$ cat config.mk
export PLATFORM = sky130hd
export DESIGN_NAME = ucode_sequencer
export DESIGN_NICKNAME = d
export VERILOG_FILES = /design/src/rtl/useq_pkg.sv /design/src/rtl/useq_store.sv /design/src/rtl/useq_dispatch.sv /design/src/rtl/useq_next.sv /design/src/rtl/ucode_sequencer.sv
export SDC_FILE = /design/constraint.sdc
export NUM_CORES = 1
export LEC_CHECK = 0
export ABC_AREA = 1
export BUFFER_PORTS_ARGS = -buffer_cell sky130_fd_sc_hd__buf_4
export CAP_MARGIN = 20
export CORE_AREA = 4 4 41 43
export DETAILED_ROUTE_END_ITERATION = 8
export DIE_AREA = 0 0 45 47
export PLACE_DENSITY = 0.72
export REMOVE_ABC_BUFFERS = 1
export SLEW_MARGIN = 30
export SYNTH_ARGS = -nofsm -noshare
export SYNTH_HDL_FRONTEND = slang
export SYNTH_SLANG_ARGS = --single-unit
$ cat constraint.sdc
create_clock -name clk -period 1.9 [get_ports clk]
set_input_delay 0.38 -clock clk [delete_from_list [all_inputs] [get_ports clk]]
set_output_delay 0.38 -clock clk [all_outputs]
set_load 0.1 [all_outputs]
$ cat src/rtl/useq_pkg.sv
package useq_pkg;

  localparam int UA_W = 4;
  localparam int OP_W = 6;
  localparam int UW_W = 18;

  localparam logic [OP_W-1:0] OPC_ALU   = 6'h00;
  localparam logic [OP_W-1:0] OPC_JMP   = 6'h02;
  localparam logic [OP_W-1:0] OPC_BEQ   = 6'h04;
  localparam logic [OP_W-1:0] OPC_LOAD  = 6'h23;
  localparam logic [OP_W-1:0] OPC_STORE = 6'h2B;

  typedef enum logic [1:0] {
    SQ_FETCH = 2'b00,
    SQ_DISP1 = 2'b01,
    SQ_DISP2 = 2'b10,
    SQ_NEXT  = 2'b11
  } seq_e;

  typedef struct packed {
    logic wr;
    logic from_mem;
    logic dst_rd;
  } rf_ctl_t;

  typedef struct packed {
    logic rd;
    logic wr;
    logic addr_alu;
    logic ir_ld;
  } mem_ctl_t;

  typedef struct packed {
    logic       ld;
    logic       ld_zero;
    logic [1:0] src;
  } pc_ctl_t;

  typedef struct packed {
    logic [1:0] alu_op;
    logic       a_sel;
    logic [1:0] b_sel;
    rf_ctl_t    rf;
    mem_ctl_t   mem;
    pc_ctl_t    pc;
    seq_e       seq;
  } uword_t;

  function automatic uword_t ucode_at(input int a);
    uword_t w;
    w = '0;
    w.seq = SQ_FETCH;
    case (a)
      0: begin
        w.b_sel     = 2'b01;
        w.mem.rd    = 1'b1;
        w.mem.ir_ld = 1'b1;
        w.pc.ld     = 1'b1;
        w.seq       = SQ_NEXT;
      end
      1: begin
        w.b_sel = 2'b11;
        w.seq   = SQ_DISP1;
      end
      2: begin
        w.a_sel = 1'b1;
        w.b_sel = 2'b10;
        w.seq   = SQ_DISP2;
      end
      3: begin
        w.mem.rd       = 1'b1;
        w.mem.addr_alu = 1'b1;
        w.seq          = SQ_NEXT;
      end
      4: begin
        w.rf.wr       = 1'b1;
        w.rf.from_mem = 1'b1;
      end
      5: begin
        w.mem.wr       = 1'b1;
        w.mem.addr_alu = 1'b1;
      end
      6: begin
        w.alu_op = 2'b10;
        w.a_sel  = 1'b1;
        w.seq    = SQ_NEXT;
      end
      7: begin
        w.rf.wr     = 1'b1;
        w.rf.dst_rd = 1'b1;
      end
      8: begin
        w.alu_op     = 2'b01;
        w.a_sel      = 1'b1;
        w.pc.ld_zero = 1'b1;
        w.pc.src     = 2'b01;
      end
      9: begin
        w.pc.ld  = 1'b1;
        w.pc.src = 2'b10;
      end
      default: w = '0;
    endcase
    return w;
  endfunction

  function automatic logic [UA_W-1:0] dispatch_at(input int table_id, input int op);
    logic [UA_W-1:0] t;
    t = '0;
    if (table_id == 1) begin
      if (op == int'(OPC_LOAD) || op == int'(OPC_STORE)) t = 4'd2;
      else if (op == int'(OPC_ALU)) t = 4'd6;
      else if (op == int'(OPC_BEQ)) t = 4'd8;
      else if (op == int'(OPC_JMP)) t = 4'd9;
    end else begin
      if (op == int'(OPC_LOAD)) t = 4'd3;
      else if (op == int'(OPC_STORE)) t = 4'd5;
    end
    return t;
  endfunction

endpackage

$ cat src/rtl/useq_store.sv
module useq_store
  import useq_pkg::*;
#(
  parameter int AW = UA_W
) (
  input  logic [AW-1:0] addr,
  output uword_t        word
);
  localparam int DEPTH = 1 << AW;

  uword_t rom [DEPTH];

  for (genvar i = 0; i < DEPTH; i++) begin : g_word
    assign rom[i] = ucode_at(i);
  end

  assign word = rom[addr];
endmodule

$ cat src/rtl/useq_dispatch.sv
module useq_dispatch
  import useq_pkg::*;
#(
  parameter int OW       = OP_W,
  parameter int AW       = UA_W,
  parameter int TABLE_ID = 1
) (
  input  logic [OW-1:0] opcode,
  output logic [AW-1:0] target
);
  localparam int DEPTH = 1 << OW;

  logic [AW-1:0] tbl [DEPTH];

  for (genvar i = 0; i < DEPTH; i++) begin : g_entry
    assign tbl[i] = dispatch_at(TABLE_ID, i);
  end

  assign target = tbl[opcode];
endmodule

$ cat src/rtl/useq_next.sv
module useq_next
  import useq_pkg::*;
#(
  parameter int AW = UA_W
) (
  input  seq_e          seq,
  input  logic [AW-1:0] cur,
  input  logic [AW-1:0] disp1,
  input  logic [AW-1:0] disp2,
  output logic [AW-1:0] nxt
);
  always_comb begin
    unique case (seq)
      SQ_FETCH: nxt = '0;
      SQ_DISP1: nxt = disp1;
      SQ_DISP2: nxt = disp2;
      SQ_NEXT:  nxt = cur + 1'b1;
      default:  nxt = '0;
    endcase
  end
endmodule

$ cat src/rtl/ucode_sequencer.sv
module ucode_sequencer
  import useq_pkg::*;
#(
  parameter int AW = UA_W,
  parameter int OW = OP_W
) (
  input  logic          clk,
  input  logic          rst_n,
  input  logic [OW-1:0] opcode,
  output logic [AW-1:0] uaddr,
  output logic [1:0]    alu_op,
  output logic          alu_a_sel,
  output logic [1:0]    alu_b_sel,
  output logic          reg_wr,
  output logic          wb_sel_mem,
  output logic          dst_sel_rd,
  output logic          mem_rd,
  output logic          mem_wr,
  output logic          addr_sel_alu,
  output logic          ir_load,
  output logic          pc_load,
  output logic          pc_load_if_zero,
  output logic [1:0]    pc_src
);
  logic [AW-1:0] upc_q;
  logic [AW-1:0] upc_d;
  logic [AW-1:0] tgt1;
  logic [AW-1:0] tgt2;
  uword_t        uw;

  useq_store #(.AW(AW)) u_store (
    .addr (upc_q),
    .word (uw)
  );

  useq_dispatch #(.OW(OW), .AW(AW), .TABLE_ID(1)) u_disp1 (
    .opcode (opcode),
    .target (tgt1)
  );

  useq_dispatch #(.OW(OW), .AW(AW), .TABLE_ID(2)) u_disp2 (
    .opcode (opcode),
    .target (tgt2)
  );

  useq_next #(.AW(AW)) u_next (
    .seq   (uw.seq),
    .cur   (upc_q),
    .disp1 (tgt1),
    .disp2 (tgt2),
    .nxt   (upc_d)
  );

  always_ff @(posedge clk or negedge rst_n) begin
    if (!rst_n) upc_q <= '0;
    else        upc_q <= upc_d;
  end

  assign uaddr           = upc_q;
  assign alu_op          = uw.alu_op;
  assign alu_a_sel       = uw.a_sel;
  assign alu_b_sel       = uw.b_sel;
  assign reg_wr          = uw.rf.wr;
  assign wb_sel_mem      = uw.rf.from_mem;
  assign dst_sel_rd      = uw.rf.dst_rd;
  assign mem_rd          = uw.mem.rd;
  assign mem_wr          = uw.mem.wr;
  assign addr_sel_alu    = uw.mem.addr_alu;
  assign ir_load         = uw.mem.ir_ld;
  assign pc_load         = uw.pc.ld;
  assign pc_load_if_zero = uw.pc.ld_zero;
  assign pc_src          = uw.pc.src;

  // a fetch code leads back to address 0
  a_r3_fetch_return: assert property (@(posedge clk) disable iff (!rst_n)
    (uw.seq == SQ_FETCH) |=> (upc_q == '0));

  // the increment code steps the address by one
  a_r4_increment: assert property (@(posedge clk) disable iff (!rst_n)
    (uw.seq == SQ_NEXT) |=> (upc_q == $past(upc_q) + 1'b1));

  // after decode only a table 1 target or fetch is reachable
  a_r5_decode_targets: assert property (@(posedge clk) disable iff (!rst_n)
    (upc_q == 4'd1) |=> (upc_q == 4'd0 || upc_q == 4'd2 || upc_q == 4'd6 ||
                         upc_q == 4'd8 || upc_q == 4'd9));

  // after address computation only a table 2 target or fetch is reachable
  a_r6_mem_targets: assert property (@(posedge clk) disable iff (!rst_n)
    (upc_q == 4'd2) |=> (upc_q == 4'd0 || upc_q == 4'd3 || upc_q == 4'd5));

  // fetch word reads memory, loads the instruction and advances the PC
  a_r8_fetch_controls: assert property (@(posedge clk) disable iff (!rst_n)
    (upc_q == '0) |-> (mem_rd && ir_load && pc_load && !mem_wr && !reg_wr));

  // memory read and write never in the same cycle
  a_r10_mem_exclusive: assert property (@(posedge clk) disable iff (!rst_n)
    $onehot0({mem_rd, mem_wr}));
endmodule

==> results of run 1 <==
worst max-delay path: cells and delay by family, from the launching register on:
kind | cells | cell delay (ps)
AOI/OAI and AO/OA | 1 | 220
adders and majority gates | 1 | 170
buffers and inverters | 3 | 400
DFF | 1 | 450
final timing paths:
| path | startpoint | slack [ps] | end |
|---|---|---|---|
| max in group asynchronous | rst_n | 1310 | uaddr[1] |
| worst max register to register | uaddr[1] | 630 | uaddr[2] |
| min in group asynchronous | rst_n | 480 | uaddr[0] |
| worst max-delay path | uaddr[0] | 40 | alu_a_sel |
| worst min-delay path | opcode[3] | 380 | uaddr[2] |
| worst min register to register | uaddr[1] | 760 | uaddr[3] |
layer usage:
metal / GRT usage, % / wire length (um) / vias up
met5: 0 / 0 / -
met4: 6.43 / 29 / 0
met3: 5.75 / 144 / 4
met2: 29.7 / 814 / 34
met1: 14.9 / 583 / 302
li1: - / - / 322
repair_timing:
item                                   4_1_cts  5_1_grt
endpoints found under the hold margin        4        0
setup endpoints to repair                    9       13
hold buffers                                 1        0
pin swaps                                    0        1
resized for setup                           13       19
setup buffers                                0        1
stage by stage:
step	util (%)	setup WS, ps	TNS [ps]	std cells
after floorplan	-	-3450	-25600	83
after global placement	56.1	141	0	126
after detailed placement	56.1	120	0	126
after CTS	61.8	19.5	0	130
after global routing	68.3	-30.7	-152	131
final	68.3	45.0	0	131
cell families (layout without fill, tap and decap cells):
kind of cell,after synthesis,count (layout),share of synthesized area [%]
adders and majority gates,7,7,17.0
buffers and inverters,21,52,16.7
DFF,4,4,19.4
and+or+nand+nor,50,50,43.4
AOI/OAI and AO/OA,3,3,3.40
final cells by class:
type / count / area (um^2)
timing repair buffer: 30 / 303
clock buffer: 3 / 22.5
sequential: 4 / 103
multi-input combinational: 60 / 365
inverter: 19 / 76.3
fill: 112 / 413
tap: 15 / 18.8
cells in the final DEF, fill, tap and decap left out, drive strengths merged:
| master | instances |
|---|---|
| buf | 29 |
| clkbuf | 3 |
| dfrtp | 4 |
| dlygate4sd3 | 1 |
| ha | 7 |
| inv | 19 |
| nand2 | 20 |
| nand3 | 10 |
| nand4 | 3 |
| nor2 | 16 |
| nor3 | 1 |
| o21ai | 1 |
| o22ai | 2 |
==> flow_summary_export.csv, run 1 <==
group,metric,value,unit
status,outcome,"complete, no violations",
critical_path,required,1520,ps
critical_path,setup.worst_path.end_class,"output pin",
critical_path,crit_arrival,1480,ps
timing,setup_viol,0,
detailed_routing,wl,1.57,mm
min_path,hp-class,"in2reg",
clocking,path_clk_slew,40,ps
timing,max_slew_margin,81.7,%
die,dieHeight,47,um
synth,synth_largest_area_cell,"dfrtp_1",
synth,avgSynthCellArea,6.06,um^2
placed_design,port-buffer-count,27,
final_layout,drive_above_1_share,41.4,%
detailed_routing,vias,662,
critical_path,r2r_cells,7,
synth,yosys_warnings,0,
synth,synth_top_area_share,19.4,%
synth,synth_edf_count,0,
timing,hold_ws,377,ps
die,die_w,45,um
timing,worst_pin_slew,275,ps
placed_design,dp_hpwl,1.19,mm
final_layout,antenna_cells,0,
clocking,clock_path_buffers,2,
detailed_routing,dr.pass1.iters,3,
critical_path,cp_slowest_cell,"dfrtp_2",
die,die_area,2120,um^2
timing,finalCritPeriodShare,97.6,%
die,start_util,39.6,%
final_layout,finish.instance_area,888,um^2
critical_path,critical-path-max-stage-delay,450,ps
timing,timing.fmax,539,MHz
placed_design,dpl_cell_area,729,um^2
timing,hold_viol_final,0,
placed_design,globalplace.congestion,0.828,
detailed_routing,drc,0,
grt,grt_usage,15.5,%
detailed_routing,wl_per_cell,12.0,um
grt,antenna_found_initial,0,
grt,grt_pass1_vias,590,
synth,yosysMostFrequentCell,"nand2_1",
synth,synth_top_flop_cell,"dfrtp_1",
final_layout,area_growth,72.3,%
grt,grt_pass1_wl,2.37,mm
synth,netlist-cell-type-count,15,
critical_path,path_cells,"inv_4, ha_1, inv_1, o22ai_2, buf_12",
clocking,htreeDepth,1,
critical_path,cp_max_fo,5,
flow_run,drv_cap,0,
min_path,hold_path_depth,3,
synth,async_reset_ff_share,100,%
critical_path,cp-start-kind,"flip-flop",
die,core,1300,um^2
final_layout,largest_reg_flops,4,
clocking,cts_root_buffer,"clkbuf_4",
final_layout,final_nets,133,
critical_path,crit_type,"reg2out",
timing,drv_slew,0,
clocking,insertion_delay,240,ps
timing,min_period,1860,ps
synth,synthCells,85,
clocking,numCtsBuffers,3,
clocking,cts_tree,"done",
detailed_routing,vias_per_cell,5.05,
die,rows,13,
synth,syn_area,515,um^2
timing,finalClockSkew,3.92,ps
synth,ys_top_cells_by_count,"nand2_1, inv_1, nor2_1",
clocking,cts_sinks,4,
timing,rsz0062_at_grt,"true",
synth,yosys_register_bits,4,
synth,synth-seq-area-share,19.4,%
grt,gr-total-overflow,0,
synth,synth_area_leaders,"dfrtp_1, ha_1, nand2_1, inv_1, nor2_1",
grt,grt_max_degree,7,
detailed_routing,first_iter_violations,11,
detailed_routing,antenna_left,0,
die,pin_count,28,
Power of run 1 is left out: the tool's default activity adds up to more than one toggle a clock period on the data nets, which glitch-free logic cannot reach.
==> run 2: changes to the inputs <==
--- a/config.mk
+++ b/config.mk
@@ -6,12 +6,13 @@
 export NUM_CORES = 1
 export LEC_CHECK = 0
 export ABC_AREA = 1
-export BUFFER_PORTS_ARGS = -buffer_cell sky130_fd_sc_hd__buf_4
 export CAP_MARGIN = 20
 export CORE_AREA = 4 4 41 43
+export CTS_BUF_LIST = sky130_fd_sc_hd__clkbuf_2
 export DETAILED_ROUTE_END_ITERATION = 8
 export DIE_AREA = 0 0 45 47
-export PLACE_DENSITY = 0.72
+export DONT_BUFFER_PORTS = 1
+export PLACE_DENSITY = 0.54
 export REMOVE_ABC_BUFFERS = 1
 export SLEW_MARGIN = 30
 export SYNTH_ARGS = -nofsm -noshare
==> run 2 against run 1 <==
Global-route usage is 0.079 points lower. Hold slack worse by 59 ps. Setup slack better by 64 ps. Design area is 4.9% higher. Maximum frequency is 3.6% higher. Clock skew is 2.3 ps higher. Sequential share of layout area is 0.81 points lower. First-iteration DRC count is 91% lower. Critical endpoint is now pc_src[0]. Clock-buffer cell count stayed put. Critical path depth stayed put.
==> flow_summary_export.csv, run 2 (synthesis gave the netlist of run 1 again) <==
group,metric,value,unit
status,outcome,"complete, no violations",
placed_design,globalplace.congestion,0.818,
critical_path,cp-start-kind,"flip-flop",
critical_path,required,1520,ps
clocking,path_clk_slew,40,ps
detailed_routing,drc,0,
die,rows,13,
min_path,whs_endpoint,"uaddr[2]",
final_layout,area_growth,80.8,%
die,dieHeight,47,um
timing,timing.fmax,558,MHz
final_layout,final_common_cell,"nand2_1",
die,die_w,45,um
critical_path,setup.worst_path.end_class,"output pin",
timing,hold_viol_final,0,
detailed_routing,dr.pass1.iters,2,
min_path,hp-class,"in2reg",
min_path,min_from,"opcode[3]",
detailed_routing,wl_per_cell,12.1,um
critical_path,r2r_cells,7,
placed_design,dp_hpwl,1.28,mm
final_layout,drive_above_1_share,43.0,%
die,pin_count,28,
detailed_routing,vias,596,
detailed_routing,vias_per_cell,4.89,
detailed_routing,first_iter_violations,1,
timing,finalCritPeriodShare,94.3,%
final_layout,final_core_util,71.6,%
critical_path,cp_max_fo,5,
grt,grt_pass1_vias,616,
die,start_util,39.6,%
final_layout,fill_cells,112,
final_layout,final_nets,124,
grt,grt_max_degree,8,
clocking,cts_sinks,4,
critical_path,timing.rr.start,"uaddr[0]",
final_layout,antenna_cells,0,
grt,grt_usage,15.5,%
grt,grt_pass1_wl,2.42,mm
clocking,clock_path_buffers,2,
critical_path,crit_arrival,1410,ps
clocking,insertion_delay,190,ps
flow_run,drv_cap,0,
clocking,cts_tree,"done",
clocking,htreeDepth,1,
critical_path,r2r_end,"uaddr[2]",
timing,max_slew_margin,79.5,%
detailed_routing,wl,1.47,mm
critical_path,regToRegSetupSlack,430,ps
clocking,numCtsBuffers,3,
die,core,1300,um^2
timing,min_period,1790,ps
timing,drv_slew,0,
placed_design,port-buffer-count,0,
grt,gr-total-overflow,0,
min_path,hold_path_depth,2,
grt,antenna_found_initial,0,
critical_path,crit_type,"reg2out",
final_layout,largest_reg_flops,4,
clocking,cts_root_buffer,"clkbuf_2",
final_layout,final_cell_mix,"nand2_1, inv_1, buf_12, nor2_2, nand3_1",
timing,worst_pin_slew,307,ps
detailed_routing,antenna_left,0,
timing,rsz0062_at_grt,"false",
die,die_area,2120,um^2
timing,setup_viol,0,
timing,finalClockSkew,6.26,ps
[run 2: what timing repair did]
item,CTS,global route
setup endpoints to repair,1,9
gates cloned,0,0
hold buffers,1,0
pin swaps,0,1
buffers inserted,0,0
endpoints found under the hold margin,4,0
resized for setup,1,3
[run 2: cell type report]
type	instances	area (um^2)	area share [%]
Timing Repair Buffer	21	339	36.4
Tap cell	15	18.8	2.01
Clock buffer	3	15.0	1.61
Inverter	19	71.3	7.65
Sequential cell	4	100	10.7
Multi-Input combinational cell	60	388	41.6
[run 2: worst max-delay path, stage by stage, from the launching register on]
cell	delay [ps]
dfrtp_1	410
inv_2	130
ha_4	140
inv_1	120
nor2_4	150
buf_12	260
[run 2: how the worst max path moves through the flow]
stage	startpoint	to	slack (ps)	cells after the start
after floorplan	uaddr[0]	alu_op[0]	-3450	4
after detailed placement	uaddr[0]	alu_op[0]	210	5
after global routing	uaddr[2]	pc_src[0]	10	4
final	uaddr[0]	pc_src[0]	110	5
after global placement	uaddr[0]	alu_op[0]	250	5
after CTS	uaddr[0]	alu_b_sel[1]	10	5
[run 2: through the flow]
step / worst slack [ps] / hold WS (ps) / std cells / instance area (um^2) / setup TNS [ps]
floorplan: -3450 / 84.4 / 83 / 500 / -25600
global placement: 247 / 84.5 / 118 / 891 / 0
detailed placement: 209 / 84.5 / 118 / 891 / 0
CTS: 10.1 / 311 / 122 / 920 / 0
global route: 13.9 / 302 / 122 / 932 / 0
finish: 109 / 319 / 122 / 932 / 0
[run 2: metal layers]
metal | wire length (um) | track usage (%) | vias to the layer above
met5 | 0 | 0 | -
met1 | 513 | 14.4 | 259
met4 | 41 | 9.36 | 0
met3 | 130 | 4.60 | 4
li1 | - | - | 306
met2 | 786 | 29.4 | 27
Power of run 2 is left out for the same reason.
==> run 3: changes to the inputs <==
--- a/config.mk
+++ b/config.mk
@@ -8,7 +8,7 @@
 export ABC_AREA = 1
 export CAP_MARGIN = 20
 export CORE_AREA = 4 4 41 43
-export CTS_BUF_LIST = sky130_fd_sc_hd__clkbuf_2
+export CTS_BUF_LIST = sky130_fd_sc_hd__clkbuf_4
 export DETAILED_ROUTE_END_ITERATION = 8
 export DIE_AREA = 0 0 45 47
 export DONT_BUFFER_PORTS = 1
==> run 3 against run 2 <==
Sequential share of layout area fell by 0.14 points. Final cell count increased by 0.82%. Non-clock buffer count increased by 1. First-iteration DRC count rose to 5.0 times the previous value. Utilization increased by 1.8 points. Sequential cell count is the same. Critical path type unchanged. Highest routed layer unchanged.
==> flow_summary_export.csv, run 3 (synthesis gave the netlist of run 1 again) <==
group,metric,value,unit
status,outcome,"complete, no violations",
die,dieHeight,47,um
die,pin_count,28,
critical_path,r2r_cells,7,
die,rows,13,
grt,antenna_found_initial,0,
clocking,cts_root_buffer,"clkbuf_4",
flow_run,drv_cap,0,
critical_path,cp-start-kind,"flip-flop",
critical_path,startpoint,"uaddr[0]",
critical_path,path_cells,"inv_2, ha_1, inv_1, o22ai_2, buf_12",
critical_path,crit_buf_inv,3,
detailed_routing,vias_per_cell,5.02,
placed_design,dp_cells,118,
final_layout,largest_reg_flops,4,
timing,setup_viol,0,
clocking,clock_path_buffers,2,
final_layout,final_nets,125,
grt,grt_pass1_wl,2.46,mm
timing,rsz0062_at_grt,"false",
critical_path,regToRegSetupSlack,450,ps
timing,worst_pin_slew,303,ps
critical_path,cp_slowest_cell,"dfrtp_1",
detailed_routing,vias,617,
clocking,numCtsBuffers,3,
grt,gr-total-overflow,0,
detailed_routing,antenna_left,0,
timing,timing.fmax,548,MHz
min_path,min_from,"opcode[3]",
critical_path,timing.rr.start,"uaddr[0]",
placed_design,dp_hpwl,1.28,mm
clocking,path_clk_slew,30,ps
critical_path,crit_arrival,1440,ps
timing,max_slew_margin,79.8,%
clocking,cts_tree,"done",
final_layout,instances_no_fill,123,
die,core,1300,um^2
timing,min_period,1820,ps
grt,grt_max_degree,8,
timing,finalClockSkew,8.06,ps
final_layout,final_common_cell,"nand2_1",
placed_design,globalplace.congestion,0.818,
final_layout,final_cell_mix,"nand2_1, inv_1, buf_12, nor2_2, nand3_1",
min_path,hold_path_depth,2,
final_layout,fill_cells,110,
detailed_routing,first_iter_violations,5,
critical_path,cp.depth,5,
die,die_area,2120,um^2
critical_path,cp-endpoint,"alu_a_sel",
critical_path,required,1520,ps
timing,finalCritPeriodShare,96.0,%
critical_path,crit_type,"reg2out",
detailed_routing,wl,1.53,mm
timing,drv_slew,0,
final_layout,drive_above_1_share,45.4,%
placed_design,port-buffer-count,0,
grt,grt_usage,15.8,%
critical_path,critical-path-max-stage-delay,410,ps
critical_path,crit_family,"buffers and inverters",
grt,grt_pass1_vias,623,
critical_path,setup.worst_path.end_class,"output pin",
timing,hold_viol_final,0,
timing,hold_ws,278,ps
clocking,htreeDepth,1,
min_path,hp-class,"in2reg",
die,die_w,45,um
critical_path,r2r_end,"uaddr[2]",
die,start_util,39.6,%
clocking,insertion_delay,240,ps
detailed_routing,dr.pass1.iters,3,
clocking,cts_sinks,4,
detailed_routing,drc,0,
critical_path,cp_max_fo,4,
detailed_routing,wl_per_cell,12.4,um
final_layout,area_growth,85.4,%
final_layout,antenna_cells,0,
run 3: cell count changes in the layout (fill, tap and decap cells not counted), sizes merged:
cell / before / now
buf: 20 / 21
run 3: layer usage:
metal  up-vias  GRT usage (%)  share of wire (%)  routed length [um]
met1       278           14.4                 34                 524
met3         4           4.60                9.0                 138
met4         0           9.36                2.0                  31
li1        306              -                  -                   -
met2        29           30.8                 54                 831
met5         -              0                  0                   0
run 3: timing repair:
action	4_1_cts	5_1_grt
setup buffers	0	1
gates resized for setup	2	5
endpoints found under the hold margin	4	0
hold buffers	1	0
setup endpoints to repair	2	6
pin swaps	0	1
run 3: final cells by class:
| class | instances | area (um^2) | area share [%] |
|---|---|---|---|
| Sequential cell | 4 | 101 | 10.6 |
| Timing Repair Buffer | 22 | 347 | 36.3 |
| Clock buffer | 3 | 22.5 | 2.36 |
| Inverter | 19 | 71.3 | 7.46 |
| Tap cell | 15 | 18.8 | 1.96 |
| Multi-Input combinational cell | 60 | 395 | 41.4 |
run 3: worst register-to-register path, stage by stage, from the launching register on:
cell     delay [ps]
dfrtp_1         410
buf_4           260
ha_1            250
inv_1            70
nand4_1          90
nor2_1          170
nand2_1          70
nand3_1          70
run 3: worst min path at each step:
| stage | end |
|---|---|
| floorplan | uaddr[0] |
| global placement | uaddr[3] |
| detailed placement | uaddr[3] |
| CTS | uaddr[2] |
| global route | uaddr[2] |
| finish | uaddr[2] |
run 3: metrics by stage:
step | utilization (%) | instance area (um^2) | TNS (ps) | setup WS [ps]
after floorplan | - | 500 | -25600 | -3450
after global placement | 68.5 | 891 | 0 | 247
after detailed placement | 68.5 | 891 | 0 | 209
after CTS | 71.3 | 927 | 0 | 13.1
after global routing | 73.5 | 956 | 0 | 7.09
final | 73.5 | 956 | 0 | 76.0
Power of run 3 is left out for the same reason.
